### config.mk
export PLATFORM = sky130hd
export DESIGN_NAME = ss_tx_strobe_gen
export DESIGN_NICKNAME = d
export VERILOG_FILES = /design/src/rtl/ss_tx_strobe_gen.sv
export SDC_FILE = /design/constraint.sdc
export NUM_CORES = 1
export LEC_CHECK = 0
export BUFFER_PORTS_ARGS = -buffer_cell sky130_fd_sc_hd__buf_2
export CORE_ASPECT_RATIO = 0.6
export CORE_MARGIN = 2
export CORE_UTILIZATION = 55
export DETAILED_ROUTE_END_ITERATION = 8
export GPL_TIMING_DRIVEN = 0
export PLACE_DENSITY = 0.84
export SYNTH_ARGS = -nofsm -noshare
export SYNTH_HDL_FRONTEND = slang
export SYNTH_SLANG_ARGS = --single-unit
### constraint.sdc
create_clock -name clk -period 7.44 [get_ports clk]
set_clock_uncertainty 0.2 [all_clocks]
set_input_delay 1.86 -clock clk [delete_from_list [all_inputs] [get_ports clk]]
set_output_delay 1.86 -clock clk [all_outputs]
set_load 0.005 [all_outputs]
### src/rtl/ss_tx_strobe_gen.sv
module ss_tx_strobe_gen #(
  parameter int AW = 7,
  parameter int DW = 7,
  parameter int CW = 6,
  parameter int QPSK_BIT = 6,
  parameter logic [AW-1:0] CPC_ADDR = 7'h41,
  parameter logic [AW-1:0] CPS_ADDR = 7'h42
) (
  input  logic          clk,
  input  logic          rst_n,
  input  logic          cfg_we,
  input  logic          cfg_cs,
  input  logic [AW-1:0] cfg_addr,
  input  logic [DW-1:0] cfg_data,
  input  logic          burst_start,
  output logic          chip_pulse,
  output logic          bit_strobe,
  output logic          trk_strobe,
  output logic          acq_strobe
);
  localparam int VW = CW + 1;

  function automatic logic [VW-1:0] decode(input logic [CW-1:0] f);
    logic [VW-1:0] v;
    v = VW'(f) + VW'(1);
    return (v < VW'(2)) ? VW'(2) : v;
  endfunction

  logic [VW-1:0] cpc_cfg, cps_cfg, cpc_act, cps_act;
  logic          qpsk_cfg, qpsk_act;
  logic [CW-1:0] div_cnt, idx;
  logic          pre, active;

  wire wr_hit = cfg_we && cfg_cs;

  always_ff @(posedge clk or negedge rst_n)
    if (!rst_n) begin
      cpc_cfg  <= VW'(2);
      cps_cfg  <= VW'(8);
      qpsk_cfg <= 1'b0;
    end else if (wr_hit) begin
      if (cfg_addr == CPC_ADDR) cpc_cfg <= decode(cfg_data[CW-1:0]);
      if (cfg_addr == CPS_ADDR) begin
        cps_cfg  <= decode(cfg_data[CW-1:0]);
        qpsk_cfg <= cfg_data[QPSK_BIT];
      end
    end

  wire chip_end = active && (VW'(div_cnt) == cpc_act - VW'(1));
  wire sym_end  = chip_end && (VW'(idx) == cps_act - VW'(1));
  wire new_chip = burst_start || chip_end;
  wire new_sym  = burst_start || sym_end;

  wire [VW-1:0] cpc_nx = new_chip ? cpc_cfg : cpc_act;
  wire [VW-1:0] cps_nx = new_sym ? cps_cfg : cps_act;
  wire          q_nx   = new_sym ? qpsk_cfg : qpsk_act;
  wire          pre_nx = burst_start ? 1'b1 : (sym_end ? 1'b0 : pre);
  wire [CW-1:0] idx_nx = new_sym ? '0 : (chip_end ? idx + CW'(1) : idx);
  wire [CW-1:0] div_nx = new_chip ? '0 : (active ? div_cnt + CW'(1) : div_cnt);
  wire          last_nx = VW'(idx_nx) == cps_nx - VW'(1);
  wire          mid_nx  = VW'(idx_nx) == (cps_nx >> 1);

  always_ff @(posedge clk or negedge rst_n)
    if (!rst_n) begin
      cpc_act    <= VW'(2);
      cps_act    <= VW'(8);
      qpsk_act   <= 1'b0;
      div_cnt    <= '0;
      idx        <= '0;
      pre        <= 1'b0;
      active     <= 1'b0;
      chip_pulse <= 1'b0;
      bit_strobe <= 1'b0;
      trk_strobe <= 1'b0;
      acq_strobe <= 1'b0;
    end else begin
      cpc_act    <= cpc_nx;
      cps_act    <= cps_nx;
      qpsk_act   <= q_nx;
      div_cnt    <= div_nx;
      idx        <= idx_nx;
      pre        <= pre_nx;
      active     <= active || burst_start;
      chip_pulse <= new_chip;
      if (new_chip) begin
        trk_strobe <= last_nx;
        bit_strobe <= last_nx || (q_nx && mid_nx);
        acq_strobe <= pre_nx && last_nx;
      end
    end


  div_range_chk: assert property (@(posedge clk) disable iff (!rst_n)
    VW'(div_cnt) < cpc_act);


  idx_range_chk: assert property (@(posedge clk) disable iff (!rst_n)
    VW'(idx) < cps_act);


  trk_bit_chk: assert property (@(posedge clk) disable iff (!rst_n)
    trk_strobe |-> bit_strobe);


  centre_mode_chk: assert property (@(posedge clk) disable iff (!rst_n)
    (bit_strobe && !trk_strobe) |-> qpsk_act);


  acq_trk_chk: assert property (@(posedge clk) disable iff (!rst_n)
    acq_strobe |-> trk_strobe);


  trk_hold_chk: assert property (@(posedge clk) disable iff (!rst_n)
    !$stable(trk_strobe) |-> chip_pulse);


  bit_hold_chk: assert property (@(posedge clk) disable iff (!rst_n)
    !$stable(bit_strobe) |-> chip_pulse);


  idle_chk: assert property (@(posedge clk) disable iff (!rst_n)
    !active |-> !(chip_pulse || bit_strobe || trk_strobe || acq_strobe));
endmodule

==> summary.md, run 1 <==
| Metric | Value |
|---|---|
| Vias per cell | slightly below 6 |
| Type of the worst min-delay path | register to register |
| Actual transition at the worst max-transition pin | approximately 1100 ps |
| Number of clock buffers inserted by TritonCTS | 5 |
| Wire length of the first global-routing pass | 12.7 mm |
| Clock transition at the registers of the reported paths | approximately 100 ps |
| Power dissipated by switching net loads | around 0.00019 W |
| Vias in the first global route | about 2500 |
| Delay of the slowest critical-path stage | 590 ps |
| Number of distinct library cells after synthesis | 66 |
| Critical Path End Type | register |
| Clock power share | 0.288 |
| Net Sw Frac | 0.319 |
| Gp weighted congestion | ~0.97 |
| Detail Route Antenna Nets | 0 |
| Synthesized cell area | ~3200 sq um |
| Share of synthesized flip-flops with an asynchronous set or reset | 1.00 |
| Number of synthesis warnings | 0 |
| Setup repair after global routing missed its margin | false |
| Internal Power | ~0.0004 W |
| Static leakage power | ~1.5 nW |
| Required time at the worst-slack endpoint | around 7400 ps |
| Effective utilization at floorplan | 0.569 |
| First-iteration detailed-routing DRC count | around 170 |
| Highest attainable clock frequency | 198 MHz |
| DRC violation count after routing | 0 |
| Die area | around 6400 sq um |
| Worst vdd ir | roughly 0.098 mV |
| Post-Syn Nets | 367 |
| Antenna Diode Count | 0 |
| Post-synth EDFFs | 0 |
| Cell-by-cell listing of the critical path | inv_1 -> ha_1 -> buf_6 -> o21ba_1 -> a221oi_1 -> o211ai_2 -> a21oi_4 -> a31oi_4 -> buf_2 -> buf_2 -> mux2i_1 -> ha_1 -> inv_1 -> o311ai_0 -> o31ai_1 -> nor3_1 -> o211ai_1 -> xor2_1 -> o211ai_1 |
| Area fraction of the dominant cell type after synthesis | 0.349 |
| Hold Violations, Final | 0 |
| CP arrival | between 5000 and 6000 ps |
| Final core utilization | 0.623 |
| Vias after detailed routing | 2652 |
| Worst-case setup margin in the final layout | around 2400 ps |
| Total global routing overflow | 0 |
| Ratio of cells with drive above 1 in the final layout | 0.191 |
| Sequential share of power | 0.490 |
| Combinational fraction of design power | 0.221 |
| Outcome | finished clean |
| CTS Root Buffer Type | clkbuf_8 |
| Setup TNS | 0 ps |
| WS Path Type | register to register |
| Worst-skew pair later-pin latency | just over 300 ps |
| Wire per inst | between 15 and 20 um |
| Height of the chip | 62.7 um |
| Number of cell rows | 21 |
| Yosys top cell by area | dfrtp_1 |
| Total power of the final layout | 0.000597 W |
| Maximum number of pins on one net before global-route repair | between 40 and 50 |
| Crit Path Max Fanout | 10 |
| Hold buffers post-CTS | 0 |
| NumNets Final | 395 |
| Most instantiated flip-flop cell in the synthesis netlist | dfrtp_1 |
| Count leader, synth | dfrtp_1 |
| Max transition margin | 0.264 |
| Kind of start point of the critical path | register |
| Slowest stage cell, crit path | dfstp_2 |
| Leading cell types by total area after synthesis | dfrtp_1 (35%), xnor2_1 (5.0%), xor2_1 (4.7%) |
| Final number of max-transition violations | 0 |
| CTS HTree Levels | 2 |
| Cells after synthesis | 342 |
| Total core area | around 5500 sq um |
| CTS tree | yes |
| CTS sink count | 48 |
| Number of antenna violations at the first check in global routing | 0 |
| Width of the die | between 100 and 150 um |
| Top cells by instance count after synthesis | dfrtp_1 (44), nand2_1 (36), nor2_1 (25) |
| Flops & latches, synth | 48 |
| Overall global routing resource usage | 0.257 |
| Fin crit period | about 5000 ps |
| Clock tree buffer depth | 2 |
| Final Setup Violations | 0 |
| Detailed-route wire length | 7.51 mm |
| Detailed-router iteration count before antenna repair | 5 |
| CTS-repair resized insts | 0 |
| Post-synthesis sequential area ratio | 0.382 |
| Dpl ws | ~2300 ps |
| Critical path buffers and inverters | 5 |
| Count of buffers inserted at the top-level ports | 21 |
| I/O pins | 23 |
| Max-cap check violation count | 0 |
| Post-CTS Setup Bufs | 0 |
| Final critical-path share of the clock period | 0.678 |
| Dominant delay contributor by cell family on the critical path | compound AO/OA/AOI/OAI gates |
| Half-perimeter wire length after detailed placement | around 5.7 mm |
| Layout overhead on the synthesized area | 9.56% |
| Pwr dens | about 170 nW/um^2 |
| Post-synthesis area per instance | about 9 sq um |
-- sequential cells by signal, indices dropped and copies added (netlist names) --
signal      cells
active          1
cps_act         7
cps_cfg         7
qpsk_act        1
div_cnt         6
trk_strobe      1
qpsk_cfg        1
acq_strobe      1
pre             1
bit_strobe      1
chip_pulse      1
cpc_act         7
idx             6
cpc_cfg         7
-- through the flow --
| step | hold WS (ps) | cell area, sq um | std cells |
|---|---|---|---|
| after global routing | 322 | 3460 | 451 |
| after floorplan | 242 | 3150 | 342 |
| after global placement | 258 | 3360 | 443 |
| after CTS | 280 | 3460 | 451 |
| after detailed placement | 259 | 3360 | 443 |
| final | 279 | 3460 | 451 |
-- layout make-up --
class                           instances  area (sq um)
Fill cell                             454          2090
Multi-Input combinational cell        260          1790
Sequential cell                        48          1210
Timing Repair Buffer                   21           105
Tap cell                               80           100
Buffer                                 18          93.8
Clock buffer                            6          82.6
Inverter                               16          60.1
Clock inverter                          2          13.8
-- power groups by stage --
| stage | combinational [W] | clock (W) | sequential [W] |
|---|---|---|---|
| floorplan | 0.0000962 | 0 | 0.000292 |
| global placement | 0.000126 | 0 | 0.000296 |
| detailed placement | 0.000130 | 0 | 0.000297 |
| CTS | 0.000131 | 0.000172 | 0.000292 |
| global route | 0.000147 | 0.000185 | 0.000295 |
| finish | 0.000132 | 0.000172 | 0.000293 |
-- worst min-delay path, cell delays in order, from the launching register on --
cell,delay (ps)
dfrtp_1,350
nand2_1,50
nand2_1,50
-- cell families (layout without fill, tap and decap cells) --
logic type	Yosys count	count (layout)	share of synthesized area
AND/OR/NAND/NOR	129	129	0.209
flip-flops	48	48	0.382
adder cells (fa/ha/maj)	6	6	0.0238
buffers and inverters	34	63	0.0488
AO/OA/AOI/OAI	71	71	0.166
XOR/XNOR	37	37	0.112
multiplexers	17	17	0.0587
-- final timing paths --
kind | start | endpoint | cells past startpoint | slack [ps]
setup / recovery | cpc_act[1]$_DFFE_PN1N_ | bit_strobe$_DFFE_PN0N_ | 19 | 2400
setup reg to reg | cpc_act[1]$_DFFE_PN1N_ | bit_strobe$_DFFE_PN0N_ | 19 | 2400
max in group asynchronous | rst_n | cpc_cfg[3]$_DFFE_PN0P_ | 1 | 4810
hold / removal | cpc_cfg[3]$_DFFE_PN0P_ | cpc_act[3]$_DFFE_PN0N_ | 2 | 280
min in group asynchronous | rst_n | div_cnt[0]$_DFFE_PN0P_ | 1 | 1540
hold reg to reg | cpc_cfg[3]$_DFFE_PN0P_ | cpc_act[3]$_DFFE_PN0N_ | 2 | 280
-- cell usage in the layout, fill, tap and decap left out, drive strengths merged, types with 4 or more instances in the layout --
| cell | count |
|---|---|
| a211oi | 6 |
| a21oi | 20 |
| and2 | 7 |
| and3 | 4 |
| buf | 33 |
| clkbuf | 12 |
| dfrtp | 44 |
| dfstp | 4 |
| ha | 6 |
| inv | 17 |
| mux2 | 12 |
| mux2i | 5 |
| nand2 | 36 |
| nand3 | 11 |
| nand4 | 5 |
| nor2 | 25 |
| nor3 | 14 |
| nor3b | 4 |
| o211ai | 7 |
| o21ai | 15 |
| xnor2 | 18 |
| xor2 | 17 |
-- metal layers --
metal	up-vias	GRT usage	share of wire	wire, um
li1	1282	-	-	-
met1	1252	0.405	0.50	3720
met2	103	0.350	0.41	3060
met3	15	0.0660	0.082	613
met4	0	0.0557	0.015	114
met5	-	0	0	0
(Power assumes the default switching activity.)
==> run 2: changes to the inputs <==
Clock period 7.44 ns to 5.15 ns, I/O delays scaled along.
==> run 2 against run 1 <==
Sequential cell count stayed put. Combinational power is 50% higher. Routed wire length is 1.9% higher. Global-route usage stayed put. Critical endpoint unchanged. First-iteration DRC count is 5.4% higher. Critical path depth stayed put. Via count is 0.19% lower. Maximum frequency is 3.3% higher. Sequential power is 45% higher.
==> summary.md, run 2 (same netlist as run 1, synthesis figures left out) <==
| Metric | Value |
|---|---|
| Effective utilization at floorplan | 0.569 |
| Highest attainable clock frequency | slightly above 200 MHz |
| DRC violation count after routing | 0 |
| Commonest cells after routing, fill and taps aside | dfrtp_1 (44), nand2_1 (36), buf_2 (30) |
| Worst-skew pair later-pin latency | 310 ps |
| CTS HTree Levels | 2 |
| Number of cell rows | 21 |
| First-iteration detailed-routing DRC count | 175 |
| Setup TNS | 0 ps |
| Met2 wirelength from detailed routing | 3.18 mm |
| Vias per cell | 5.84 |
| Max transition margin | 0.263 |
| Hold Slack | about 280 ps |
| Wire length of the first global-routing pass | 12.7 mm |
| WL met3 | ~580 um |
| Fin crit period | ~4900 ps |
| WS Path Type | register to register |
| Final number of max-transition violations | 0 |
| Number of antenna violations at the first check in global routing | 0 |
| Detailed-router iteration count before antenna repair | 6 |
| Type of the worst min-delay path | register to register |
| Max-cap check violation count | 0 |
| Height of the chip | around 63 um |
| Total global routing overflow | 0 |
| Gp weighted congestion | between 0.9 and 1 |
| # fillers | approximately 450 |
| Number of clock buffers inserted by TritonCTS | 5 |
| Pwr dens | 249 nW/um^2 |
| Clock tree buffer depth | 2 |
| Most common cell after layout, fill and taps aside | dfrtp_1 |
| Wire per inst | around 17 um |
| Vias in the first global route | approximately 2500 |
| Total core area | between 5000 and 6000 sq um |
| Clock transition at the registers of the reported paths | ~100 ps |
| Final critical-path share of the clock period | 0.948 |
| Count of buffers inserted at the top-level ports | 21 |
| Crit Path Max Fanout | 10 |
| Critical Path End Type | register |
| Width of the die | 102 um |
| CTS tree | yes |
| Ratio of cells with drive above 1 in the final layout | 0.204 |
| CTS sink count | 48 |
| Top layer reached by signal wires | met4 |
| Overall global routing resource usage | 0.257 |
| Outcome | finished clean |
| Static leakage power | around 1.6 nW |
| I/O pins | 23 |
| Detail Route Antenna Nets | 0 |
| Layout overhead on the synthesized area | 10.8% |
| Total power of the final layout | 0.000870 W |
| CP arrival | approximately 4900 ps |
| Final Setup Violations | 0 |
| Vias after detailed routing | between 2000 and 3000 |
| NumNets Final | 397 |
| Hold Violations, Final | 0 |
| Antenna Diode Count | 0 |
| Met1 wire length | approximately 3.8 mm |
| Hold buffers post-CTS | 0 |
| Required time at the worst-slack endpoint | roughly 5000 ps |
| Worst vdd ir | 0.141 mV |
| Die area | approximately 6400 sq um |
| Actual transition at the worst max-transition pin | 1110 ps |
| Maximum number of pins on one net before global-route repair | just under 50 |
| Kind of start point of the critical path | register |
| Detailed-route wire length | between 7 and 8 mm |
| CTS Root Buffer Type | clkbuf_8 |
| Half-perimeter wire length after detailed placement | around 5.7 mm |
-- run 2: cell types whose count changed in the layout (fill, tap and decap cells not counted) --
cell,change
buf_4,+2
a2111oi_1,-1
a2111oi_2,+1
a21oi_2,-1
a21oi_4,+1
a221oi_1,-1
a221oi_2,+1
nor4b_1,-1
nor4b_2,+1
-- run 2: path summary, 6_finish.rpt --
path | startpoint | endpoint | slack, ps | cells past startpoint
worst min register to register | cpc_cfg[3]$_DFFE_PN0P_ | cpc_act[3]$_DFFE_PN0N_ | 280 | 2
worst max-delay path | cpc_act[1]$_DFFE_PN1N_ | bit_strobe$_DFFE_PN0N_ | 270 | 19
worst min-delay path | cpc_cfg[3]$_DFFE_PN0P_ | cpc_act[3]$_DFFE_PN0N_ | 280 | 2
worst max register to register | cpc_act[1]$_DFFE_PN1N_ | bit_strobe$_DFFE_PN0N_ | 270 | 19
min in group asynchronous | rst_n | active$_DFF_PN0_ | 980 | 1
max in group asynchronous | rst_n | cpc_cfg[6]$_DFFE_PN0P_ | 3090 | 1
-- run 2: repair_timing --
item,CTS,global route
gates resized for setup,0,4
setup endpoints to repair,0,3
setup buffers,0,2
-- run 2: routing by layer --
layer | vias up | GRT usage
met4 | 0 | 0.0557
met1 | 1270 | 0.405
li1 | 1280 | -
met5 | - | 0
met2 | 90 | 0.350
met3 | 7 | 0.0660
-- run 2: critical path, stage by stage (launching register included) --
cell and delay, ps:
dfstp_2 590, inv_1 70, ha_1 190, buf_6 130, xnor2_1 160, a221oi_2 90
o211ai_2 390, a21oi_4 100, a31oi_4 310, buf_2 330, buf_2 290, mux2i_1 260
ha_1 280, inv_1 90, o311ai_0 320, o31ai_1 150, nor3_1 230, o211ai_1 140
xor2_1 290, o211ai_1 120
-- run 2: cell type report --
cell class	count	area, sq um	share of cell area
inverter	16	60.1	0.0172
buffer	18	93.8	0.0268
clock buffer	6	82.6	0.0236
tap	80	100	0.0286
multi-input combinational	260	1820	0.520
timing repair buffer	23	120	0.0344
sequential	48	1210	0.345
clock inverter	2	13.8	0.00394
-- run 2: per-stage QoR --
stage | instances | setup WS [ps] | utilization | area (sq um)
6_report | 453 | 269 | 0.631 | 3500
5_1_grt | 453 | -18.5 | 0.631 | 3500
4_1_cts | 451 | 164 | 0.623 | 3460
3_5_place_dp | 443 | 189 | 0.606 | 3360
3_3_place_gp | 443 | 279 | 0.606 | 3360
2_1_floorplan | 342 | 881 | - | 3150
-- run 2: where the power goes --
group          total (W)  switching (W)  internal [W]
combinational   0.000198       0.000116     0.0000811
clock           0.000249       0.000138      0.000110
sequential      0.000424      0.0000246      0.000399
total           0.000870       0.000279      0.000590
